$ cat config.mk
export PLATFORM = sky130hd
export DESIGN_NAME = asram_ctrl
export DESIGN_NICKNAME = d
export VERILOG_FILES = /design/src/rtl/asram_pkg.sv /design/src/rtl/asram_tcnt.sv /design/src/rtl/asram_dpath.sv /design/src/rtl/asram_fsm.sv /design/src/rtl/asram_ctrl.sv
export SDC_FILE = /design/constraint.sdc
export NUM_CORES = 1
export LEC_CHECK = 0
export ABC_CLOCK_PERIOD_IN_PS = 3560
export BUFFER_PORTS_ARGS = -buffer_cell sky130_fd_sc_hd__buf_4
export CAP_MARGIN = 0
export CORE_ASPECT_RATIO = 1.1
export CORE_MARGIN = 2
export CORE_UTILIZATION = 51
export DETAILED_ROUTE_END_ITERATION = 10
export PLACE_DENSITY_LB_ADDON = 0.15
export REMOVE_ABC_BUFFERS = 1
export SLEW_MARGIN = 20
export SYNTH_ARGS = -nofsm -noshare
export SYNTH_HDL_FRONTEND = slang
export SYNTH_SLANG_ARGS = --single-unit
$ cat constraint.sdc
create_clock -name clk -period 3.56 [get_ports clk]
set_clock_uncertainty 0.05 [all_clocks]
set_input_delay 0.356 -clock clk [delete_from_list [all_inputs] [get_ports clk]]
set_output_delay 0.356 -clock clk [all_outputs]
set_load 0.01 [all_outputs]
$ cat src/rtl/asram_pkg.sv
package asram_pkg;

   typedef struct packed {
      int unsigned rc;
      int unsigned aa;
      int unsigned ace;
      int unsigned aoe;
      int unsigned wc;
      int unsigned cw;
      int unsigned aw;
      int unsigned wp;
      int unsigned ds;
      int unsigned hzwe;
      int unsigned hzoe;
      int unsigned hzce;
   } asram_tim_t;

   typedef enum logic [2:0] {
      ST_IDLE = 3'd0,
      ST_RD   = 3'd1,
      ST_TURN = 3'd2,
      ST_WR   = 3'd3,
      ST_WEND = 3'd4
   } asram_st_e;

   // Limits in ns per speed grade; the write pulse is the output-disabled one.
   function automatic asram_tim_t grade_tim(input int unsigned grade);
      asram_tim_t t;
      case (grade)
         12:      t = '{rc:12, aa:12, ace:12, aoe:6, wc:12, cw:10, aw:10,
                        wp:10, ds:7, hzwe:7, hzoe:6, hzce:6};
         15:      t = '{rc:15, aa:15, ace:15, aoe:6, wc:15, cw:11, aw:11,
                        wp:11, ds:7, hzwe:7, hzoe:6, hzce:7};
         default: t = '{rc:10, aa:10, ace:10, aoe:6, wc:10, cw:10, aw:10,
                        wp:9,  ds:7, hzwe:7, hzoe:6, hzce:6};
      endcase
      return t;
   endfunction

   function automatic int unsigned ns2cyc(input int unsigned ns, input int unsigned clk_ps);
      return (ns * 1000 + clk_ps - 1) / clk_ps;
   endfunction

   function automatic int unsigned umax(input int unsigned a, input int unsigned b);
      return (a > b) ? a : b;
   endfunction

endpackage

$ cat src/rtl/asram_tcnt.sv
module asram_tcnt #(
   parameter int unsigned W = 3
) (
   input  logic         clk,
   input  logic         rst_n,
   input  logic         clr,
   output logic [W-1:0] cnt
);
   localparam logic [W-1:0] CMAX = '1;

   always_ff @(posedge clk or negedge rst_n) begin
      if (!rst_n)          cnt <= '0;
      else if (clr)        cnt <= '0;
      else if (cnt != CMAX) cnt <= cnt + 1'b1;
   end
endmodule

$ cat src/rtl/asram_dpath.sv
module asram_dpath #(
   parameter int unsigned AW = 18,
   parameter int unsigned DW = 4
) (
   input  logic          clk,
   input  logic          rst_n,
   input  logic          accept,
   input  logic          cap,
   input  logic [AW-1:0] req_addr,
   input  logic [DW-1:0] req_wdata,
   input  logic [DW-1:0] mem_dq_in,
   output logic [AW-1:0] addr_q,
   output logic [DW-1:0] wdata_q,
   output logic [DW-1:0] rdata_q
);
   always_ff @(posedge clk or negedge rst_n) begin
      if (!rst_n) begin
         addr_q  <= '0;
         wdata_q <= '0;
      end else if (accept) begin
         addr_q  <= req_addr;
         wdata_q <= req_wdata;
      end
   end

   always_ff @(posedge clk or negedge rst_n) begin
      if (!rst_n)   rdata_q <= '0;
      else if (cap) rdata_q <= mem_dq_in;
   end
endmodule

$ cat src/rtl/asram_fsm.sv
module asram_fsm
   import asram_pkg::*;
#(
   parameter int unsigned RD_LEN   = 3,
   parameter int unsigned TURN_LEN = 1,
   parameter int unsigned WR_LEN   = 2,
   parameter int unsigned DRV_DLY  = 1,
   parameter int unsigned CNT_W    = 2
) (
   input  logic             clk,
   input  logic             rst_n,
   input  logic             req_valid,
   input  logic             req_we,
   input  logic [CNT_W-1:0] cnt,
   output logic             cnt_clr,
   output logic             accept,
   output logic             cap,
   output logic             req_ready,
   output logic             rsp_valid,
   output logic             ce_n,
   output logic             we_n,
   output logic             oe_n,
   output logic             dq_oe
);
   localparam logic [CNT_W-1:0] RD_LAST   = CNT_W'(RD_LEN - 1);
   localparam logic [CNT_W-1:0] WR_LAST   = CNT_W'(WR_LEN - 1);
   localparam logic [CNT_W-1:0] TURN_LAST = CNT_W'((TURN_LEN == 0) ? 0 : TURN_LEN - 1);
   localparam asram_st_e        RD_EXIT   = (TURN_LEN == 0) ? ST_IDLE : ST_TURN;

   asram_st_e        st, nxt;
   logic [CNT_W-1:0] cnt_nxt;
   logic             drv_ok;

   always_comb begin
      nxt     = st;
      cnt_clr = 1'b0;
      accept  = 1'b0;
      cap     = 1'b0;
      unique case (st)
         ST_IDLE: if (req_valid) begin
            accept  = 1'b1;
            cnt_clr = 1'b1;
            nxt     = req_we ? ST_WR : ST_RD;
         end
         ST_RD: if (cnt == RD_LAST) begin
            cap     = 1'b1;
            cnt_clr = 1'b1;
            nxt     = RD_EXIT;
         end
         ST_TURN: if (cnt == TURN_LAST) begin
            cnt_clr = 1'b1;
            nxt     = ST_IDLE;
         end
         ST_WR: if (cnt == WR_LAST) begin
            cnt_clr = 1'b1;
            nxt     = ST_WEND;
         end
         ST_WEND: begin
            cnt_clr = 1'b1;
            nxt     = ST_IDLE;
         end
         default: begin
            cnt_clr = 1'b1;
            nxt     = ST_IDLE;
         end
      endcase
      cnt_nxt = cnt_clr ? '0 : cnt + 1'b1;
   end

   // Bus drive delay variant: none, or wait for the float time in cycles.
   generate
      if (DRV_DLY == 0) begin : g_drv_now
         assign drv_ok = 1'b1;
      end else begin : g_drv_wait
         localparam logic [CNT_W-1:0] DRV_C = CNT_W'(DRV_DLY);
         assign drv_ok = (cnt_nxt >= DRV_C);
      end
   endgenerate

   always_ff @(posedge clk or negedge rst_n) begin
      if (!rst_n) begin
         st        <= ST_IDLE;
         req_ready <= 1'b1;
         rsp_valid <= 1'b0;
         ce_n      <= 1'b1;
         we_n      <= 1'b1;
         oe_n      <= 1'b1;
         dq_oe     <= 1'b0;
      end else begin
         st        <= nxt;
         req_ready <= (nxt == ST_IDLE);
         rsp_valid <= cap;
         ce_n      <= !((nxt == ST_RD) || (nxt == ST_WR) || (nxt == ST_WEND));
         oe_n      <= (nxt != ST_RD);
         we_n      <= (nxt != ST_WR);
         dq_oe     <= ((nxt == ST_WR) && drv_ok) || (nxt == ST_WEND);
      end
   end
endmodule

$ cat src/rtl/asram_ctrl.sv
module asram_ctrl
   import asram_pkg::*;
#(
   parameter int unsigned ADDR_W    = 18,
   parameter int unsigned DATA_W    = 4,
   parameter int unsigned CLK_PS    = 8000,
   parameter int unsigned GRADE     = 10,
   parameter int unsigned RD_MARGIN = 1
) (
   input  logic              clk,
   input  logic              rst_n,
   input  logic              req_valid,
   output logic              req_ready,
   input  logic              req_we,
   input  logic [ADDR_W-1:0] req_addr,
   input  logic [DATA_W-1:0] req_wdata,
   output logic              rsp_valid,
   output logic [DATA_W-1:0] rsp_rdata,
   output logic [ADDR_W-1:0] mem_addr,
   output logic              mem_ce_n,
   output logic              mem_we_n,
   output logic              mem_oe_n,
   output logic [DATA_W-1:0] mem_dq_out,
   output logic              mem_dq_oe,
   input  logic [DATA_W-1:0] mem_dq_in
);
   localparam asram_tim_t  TIM      = grade_tim(GRADE);
   localparam int unsigned ACC_CYC  = umax(umax(ns2cyc(TIM.aa, CLK_PS), ns2cyc(TIM.ace, CLK_PS)),
                                           ns2cyc(TIM.aoe, CLK_PS));
   localparam int unsigned RD_LEN   = umax(ACC_CYC + RD_MARGIN, ns2cyc(TIM.rc, CLK_PS));
   localparam int unsigned TURN_LEN = umax(ns2cyc(TIM.hzoe, CLK_PS), ns2cyc(TIM.hzce, CLK_PS));
   localparam int unsigned DRV_DLY  = ns2cyc(TIM.hzwe, CLK_PS);
   localparam int unsigned WR_LEN   = umax(umax(umax(ns2cyc(TIM.wp, CLK_PS), DRV_DLY + ns2cyc(TIM.ds, CLK_PS)),
                                                umax(ns2cyc(TIM.wc, CLK_PS), ns2cyc(TIM.cw, CLK_PS))),
                                           umax(ns2cyc(TIM.aw, CLK_PS), 1));
   localparam int unsigned CNT_MAX  = umax(umax(RD_LEN, WR_LEN), TURN_LEN);
   localparam int unsigned CNT_W    = $clog2(CNT_MAX + 2);

   generate
      if (GRADE != 10 && GRADE != 12 && GRADE != 15) begin : g_bad_grade
         $error("asram_ctrl: GRADE must be 10, 12 or 15");
      end
      if (CLK_PS == 0) begin : g_bad_clk
         $error("asram_ctrl: CLK_PS must be non-zero");
      end
      if (ADDR_W == 0 || DATA_W == 0) begin : g_bad_width
         $error("asram_ctrl: widths must be non-zero");
      end
   endgenerate

   logic             cnt_clr, accept, cap;
   logic [CNT_W-1:0] cnt;

   asram_tcnt #(.W(CNT_W)) u_cnt (
      .clk   (clk),
      .rst_n (rst_n),
      .clr   (cnt_clr),
      .cnt   (cnt)
   );

   asram_fsm #(
      .RD_LEN   (RD_LEN),
      .TURN_LEN (TURN_LEN),
      .WR_LEN   (WR_LEN),
      .DRV_DLY  (DRV_DLY),
      .CNT_W    (CNT_W)
   ) u_fsm (
      .clk       (clk),
      .rst_n     (rst_n),
      .req_valid (req_valid),
      .req_we    (req_we),
      .cnt       (cnt),
      .cnt_clr   (cnt_clr),
      .accept    (accept),
      .cap       (cap),
      .req_ready (req_ready),
      .rsp_valid (rsp_valid),
      .ce_n      (mem_ce_n),
      .we_n      (mem_we_n),
      .oe_n      (mem_oe_n),
      .dq_oe     (mem_dq_oe)
   );

   asram_dpath #(.AW(ADDR_W), .DW(DATA_W)) u_dp (
      .clk       (clk),
      .rst_n     (rst_n),
      .accept    (accept),
      .cap       (cap),
      .req_addr  (req_addr),
      .req_wdata (req_wdata),
      .mem_dq_in (mem_dq_in),
      .addr_q    (mem_addr),
      .wdata_q   (mem_dq_out),
      .rdata_q   (rsp_rdata)
   );
endmodule

==> results of run 1 <==
==> layout make-up <==
cell class / count / area [µm²] / share of cell area
Multi-Input combinational cell: 63 / 594 / 0.278
Clock inverter: 2 / 10.0 / 0.00469
Tap cell: 34 / 42.5 / 0.0199
Timing Repair Buffer: 63 / 475 / 0.223
Inverter: 4 / 15.0 / 0.00703
Sequential cell: 38 / 956 / 0.448
Clock buffer: 6 / 41.3 / 0.0193
==> path summary, 6_finish.rpt <==
kind	startpoint	end
max in group asynchronous	rst_n	u_fsm.req_ready$_DFF_PN1_
worst max-delay path	u_cnt.cnt[0]$_DFFE_PN0P_	u_dp.rdata_q[1]$_DFFE_PN0P_
worst min register to register	u_dp.addr_q[13]$_DFFE_PN0P_	u_dp.addr_q[13]$_DFFE_PN0P_
worst max register to register	u_cnt.cnt[0]$_DFFE_PN0P_	u_dp.rdata_q[1]$_DFFE_PN0P_
worst min-delay path	req_addr[13]	u_dp.addr_q[13]$_DFFE_PN0P_
min in group asynchronous	rst_n	u_dp.addr_q[7]$_DFFE_PN0P_
==> registers in the layout, indices dropped and copies added, names as in the netlist <==
name             cells
u_dp.addr_q         18
u_dp.rdata_q         4
u_dp.wdata_q         4
u_cnt.cnt            3
u_fsm.st             3
u_fsm.ce_n           1
u_fsm.dq_oe          1
u_fsm.oe_n           1
u_fsm.req_ready      1
u_fsm.rsp_valid      1
u_fsm.we_n           1
==> Yosys cell counts <==
cell | count | area share
dfrtp_1 | 34 | 0.54
mux2_2 | 21 | 0.15
ha_1 | 5 | 0.039
dfstp_2 | 4 | 0.066
inv_1 | 4 | 0.0095
mux2_4 | 4 | 0.038
nor2_1 | 4 | 0.0095
a21oi_1 | 3 | 0.0095
mux2i_1 | 3 | 0.019
nand2_1 | 3 | 0.0071
nand2b_1 | 3 | 0.012
nor3_1 | 3 | 0.0095
or3_1 | 3 | 0.012
buf_2 | 2 | 0.0063
nand3b_1 | 2 | 0.0095
a211oi_2 | 1 | 0.0079
a41o_1 | 1 | 0.0063
buf_6 | 1 | 0.0071
mux2_1 | 1 | 0.0071
nand2b_2 | 1 | 0.0055
nand3_2 | 1 | 0.0063
nor2b_1 | 1 | 0.0039
nor4b_4 | 1 | 0.015
o21ai_0 | 1 | 0.0032
xor2_1 | 1 | 0.0055
==> layout by cell type, fill, tap and decap left out, types with 2 or more instances in the layout <==
cell / n
a21oi_1: 3
buf_4: 62
clkbuf_4: 5
clkinv_2: 2
dfrtp_1: 34
dfstp_2: 4
ha_1: 5
inv_1: 4
mux2_2: 21
mux2_4: 4
mux2i_1: 3
nand2_1: 3
nand2b_1: 3
nand3b_1: 2
nor2_1: 4
nor3_1: 3
or3_1: 3
==> metal layers <==
metal | vias to the layer above | GRT usage
li1 | 509 | -
met3 | 5 | 0.0414
met1 | 488 | 0.226
met2 | 32 | 0.289
met4 | 0 | 0.0785
met5 | - | 0
==> per-stage QoR <==
stage                     instance area, µm²  total power [W]  hold slack, ns  setup WS [ns]
after floorplan                         1570          0.00128          0.0104           1.62
after global placement                  2070          0.00165           0.279           1.87
after detailed placement                2070          0.00169           0.288           1.81
after CTS                               2130          0.00190           0.166           1.80
after global routing                    2130          0.00201           0.161           1.72
final                                   2130          0.00187           0.183           1.80
==> power by group through the flow <==
stage          Sequential, W  Clock (W)  Combinational [W]
3_3_place_gp        0.000784          0           0.000863
5_1_grt             0.000820   0.000229           0.000963
4_1_cts             0.000790   0.000214           0.000896
2_1_floorplan       0.000868          0           0.000412
6_report            0.000787   0.000202           0.000882
3_5_place_dp        0.000799          0           0.000892
==> timing repair <==
item | 4_1_cts | 5_1_grt
setup buffers | 0 | 0
hold buffers | 1 | 0
endpoints found under the hold margin | 34 | 0
==> cell families after synthesis <==
family                     Yosys count  share of synthesized area
xor gates and xnor gates             1                    0.00552
muxes                               29                      0.213
DFF                                 38                      0.603
adders and majority gates            5                     0.0394
AOI/OAI and AO/OA                    6                     0.0268
buffers and inverters                7                     0.0229
and+or+nand+nor                     22                     0.0899
==> results.yml, run 1 <==
run_status:
  status: "finished, final reports clean"
min_path:
  min_path_type: "in -> reg"
  holdPathStages: 2
power_and_ir_drop:
  p_clk_frac: 0.108
  power.internal_w: 0.00124
  powerDensity_nw_per_um2: 877
  seq_power_share: 0.420
  swShare: 0.339
  pwr-share-comb: 0.471
  ir_drop_v: 0.000592
  p_switching_w: 0.000634
  cellLeakagePower_nw: 1.07
sta:
  rsz0062_at_grt: "false"
  setup_violations: 0
  maxSlewViolCount: 0
  relSlewSlack: 0.680
  tightest_slew_ns: 0.476
  hold_viol_final: 0
  min_period_ns: 1.76
  timing.fmax_mhz: 569
  fin_crit_sh: 0.494
  fin_setup_tns_ns: 0
routing:
  wl_per_cell_um: 13.6
  drt_iter0_drc: 36
  dr_wl_met2_um: 1460
  met1_length_um: 1150
  drc: 0
  ant_nets: 0
  vias: 1034
  drt-total-wl_um: 2850
  viasPerCell: 4.92
  routed.top_layer: "met4"
  firstDrtPassIters: 4
  dr_wl_met3_um: 192
synthesis:
  ys.warnings.count: 0
  synthDistinctLibCells: 25
  syn-cell-area_um2: 1590
  syn_avg_cell_area_um2: 14.7
  ys_seq_area_frac: 0.603
  synth_cells: 108
  ys_ff_latch: 38
floorplan:
  num_rows: 21
  initial_utilization: 0.530
  core-area_um2: 3000
  die-area_um2: 3570
  io_pins: 62
  die_x_um: 57.2
  die_y_um: 62.5
worst_setup_path:
  ff2ff_path_depth: 5
  critPathRequiredTime_ns: 3.73
  critPathMaxFanout: 6
  cp_top_family: "simple AND/OR/NAND/NOR gates"
  worstSetupStartpointType: "flop"
  crit_path_end_kind: "flop"
  cp_cell_sequence: "inv_1 -> ha_1 -> nand2b_1 -> or3_1 -> mux2_4"
  crit_arrival_ns: 1.93
  cp_num_cells: 5
  r2r_slack_ns: 1.80
  worstSetupPathType: "reg -> reg"
  critPathSlowestCell: "or3_1"
  slowest_delay_ns: 0.47
  crit_buf_inv: 1
clock_network:
  cts_resized: 0
  htreeDepth: 2
  clockBufferDepth: 2
  numCtsBuffers: 5
  path_clk_slew_ns: 0.11
  cts_tree: "yes"
  clk_latency_ns: 0.32
  clock-sinks: 38
  clockRootBuffer: "clkbuf_4"
run:
  maxCapViolCount: 0
placed_design:
  dpl.cell_count: 201
  io_buffers: 61
  place_congestion: 0.774
  hpwl_um: 2150
final_layout:
  antennaDiodeCount: 0
  finish.utilization: 0.713
  area_growth_pct: 34.5
  final_nets: 210
  drive_gt1_frac: 0.580
  finalNonFillerCells: 210
  num-fill-cells: 221
global_route:
  grt_usage: 0.178
  grt_overflow_total: 0
  grt_max_degree: 39
  antenna_found_initial: 0
  grt_pass1_wl_um: 4910
  grt_pass1_vias: 1103
Power figures use the tool's default switching activity.
==> run 2, diff against run 1 <==
Settings changed: ABC_CLOCK_PERIOD_IN_PS 3560 to 1600, CORE_UTILIZATION 51 to 43.
Clock period 3.56 ns to 1.6 ns, I/O delays scaled along.
==> run 2 against run 1 <==
Against the previous run:
- setup slack got worse by 1.8 ns
- non-clock buffer count is 9 higher
- maximum frequency up 12%
- flip-flop and latch count unchanged
- sequential power grew 120%
- largest power group unchanged
- highest routed layer unchanged
==> results.yml, run 2 (synthesis results as in run 1) <==
routing:
  drt_iter0_drc: 29
  drt-total-wl_um: 3170
  firstDrtPassIters: 4
  wl_per_cell_um: 13.5
  viasPerCell: 4.63
  vias: 1087
  ant_nets: 0
  drc: 0
worst_setup_path:
  crit_path_end_kind: "flop"
  critPathMaxFanout: 6
  cp-startpoint: "u_cnt.cnt[0]$_DFFE_PN0P_"
  crit_arrival_ns: 1.69
  worstSetupPathType: "reg -> reg"
  critPathRequiredTime_ns: 1.72
  r2r_slack_ns: 0.02
  ff2ff_path_depth: 5
  worstSetupStartpointType: "flop"
  r2r-end: "u_dp.rdata_q[2]$_DFFE_PN0P_"
  endpoint: "u_dp.rdata_q[2]$_DFFE_PN0P_"
  r2r-start: "u_cnt.cnt[0]$_DFFE_PN0P_"
sta:
  whs_ns: 0.0470
  relSlewSlack: 0.686
  min_period_ns: 1.58
  tightest_slew_ns: 0.468
  setup_violations: 0
  maxSlewViolCount: 0
  rsz0062_at_grt: "true"
  timing.fmax_mhz: 634
  fin_setup_tns_ns: 0
  hold_viol_final: 0
  fin_crit_sh: 0.985
run:
  maxCapViolCount: 0
floorplan:
  num_rows: 23
  die-area_um2: 4190
  initial_utilization: 0.441
  core-area_um2: 3600
  die_x_um: 61.9
  io_pins: 62
  die_y_um: 67.7
global_route:
  antenna_found_initial: 0
  grt_usage: 0.168
  grt_max_degree: 39
  grt_overflow_total: 0
  grt_pass1_vias: 1119
  grt_pass1_wl_um: 4970
clock_network:
  cts_tree: "yes"
  path_clk_slew_ns: 0.07
  clk_latency_ns: 0.28
  numCtsBuffers: 5
  clock-sinks: 38
  htreeDepth: 2
  clockRootBuffer: "clkbuf_8"
  clockBufferDepth: 2
final_layout:
  final_common_cell: "buf_4"
  largest_register_ffs: 18
  layout_common_cells: "buf_4 (71), dfrtp_1 (33), mux2_2 (21)"
  reg_top3: "u_dp.addr_q (18), u_dp.rdata_q (4), u_dp.wdata_q (4)"
  drive_gt1_frac: 0.659
  antennaDiodeCount: 0
  top_register: "u_dp.addr_q"
  final_nets: 219
  area_growth_pct: 45.7
power_and_ir_drop:
  powerDensity_nw_per_um2: 2010
  ir_drop_v: 0.000984
  cellLeakagePower_nw: 1.12
placed_design:
  hpwl_um: 2380
  io_buffers: 61
  place_congestion: 0.802
min_path:
  min_path_type: "in -> reg"
run_status:
  status: "finished, final reports clean"
[run 2: cell count changes in the layout (fill, tap and decap cells not counted), sizes merged]
cell | previous run | this run
buf | 62 | 71
clkbuf | 6 | 7
clkinv | 2 | 1
[run 2: metal layers]
layer  track usage  vias up  routed length (µm)
li1              -      525                   -
met2         0.317       36                1720
met1         0.156      519                1180
met4        0.0904        0                  65
met3        0.0498        7                 191
met5             0        -                   0
[run 2: final cells by class]
class | instances | area (µm²)
Multi-Input combinational cell | 63 | 642
Inverter | 4 | 15.0
Tap cell | 50 | 62.6
Sequential cell | 38 | 957
Clock inverter | 1 | 5.00
Clock buffer | 7 | 86.3
Timing Repair Buffer | 72 | 543
Fill cell | 288 | 1290
[run 2: metrics by stage]
step	worst slack, ns	power (W)	utilization	area, µm²	std cells
floorplan	-0.339	0.00285	-	1570	105
global placement	-0.0830	0.00378	0.594	2140	223
detailed placement	-0.172	0.00388	0.594	2140	223
CTS	-0.0175	0.00466	0.638	2290	234
global route	-0.0242	0.00501	0.642	2310	235
finish	0.0235	0.00465	0.642	2310	235
[run 2: report_power, final]
part,internal (W),leakage (nW),switching [W]
logic,0.00132,0.626,0.000932
clock network,0.000347,0.0482,0.000298
registers,0.00147,0.450,0.000290
[run 2: worst max-delay path: stages (launching register included)]
cell and delay (ns):
dfrtp_1 0.41, inv_2 0.10, ha_4 0.15, nand2b_4 0.05
or3_4 0.39, mux2_4 0.31
[run 2: worst min path at each step]
stage / to / slack, ns / cells after the start / start
final: u_dp.addr_q[13]$_DFFE_PN0P_ / 0.05 / 2 / req_addr[13]
after global routing: u_dp.addr_q[13]$_DFFE_PN0P_ / 0.04 / 2 / req_addr[13]
after CTS: u_dp.addr_q[13]$_DFFE_PN0P_ / 0.04 / 2 / req_addr[13]
after detailed placement: u_dp.addr_q[14]$_DFFE_PN0P_ / 0.09 / 1 / rst_n
after global placement: u_dp.addr_q[17]$_DFFE_PN0P_ / 0.09 / 1 / rst_n
after floorplan: u_cnt.cnt[0]$_DFFE_PN0P_ / -0.19 / 0 / rst_n
[run 2: repair_timing]
action	in CTS	in global routing
resized for setup	8	5
endpoints found under the setup margin	8	14
hold endpoints to repair	34	0
hold buffers	1	0
pin swaps	2	7
setup buffers	2	1
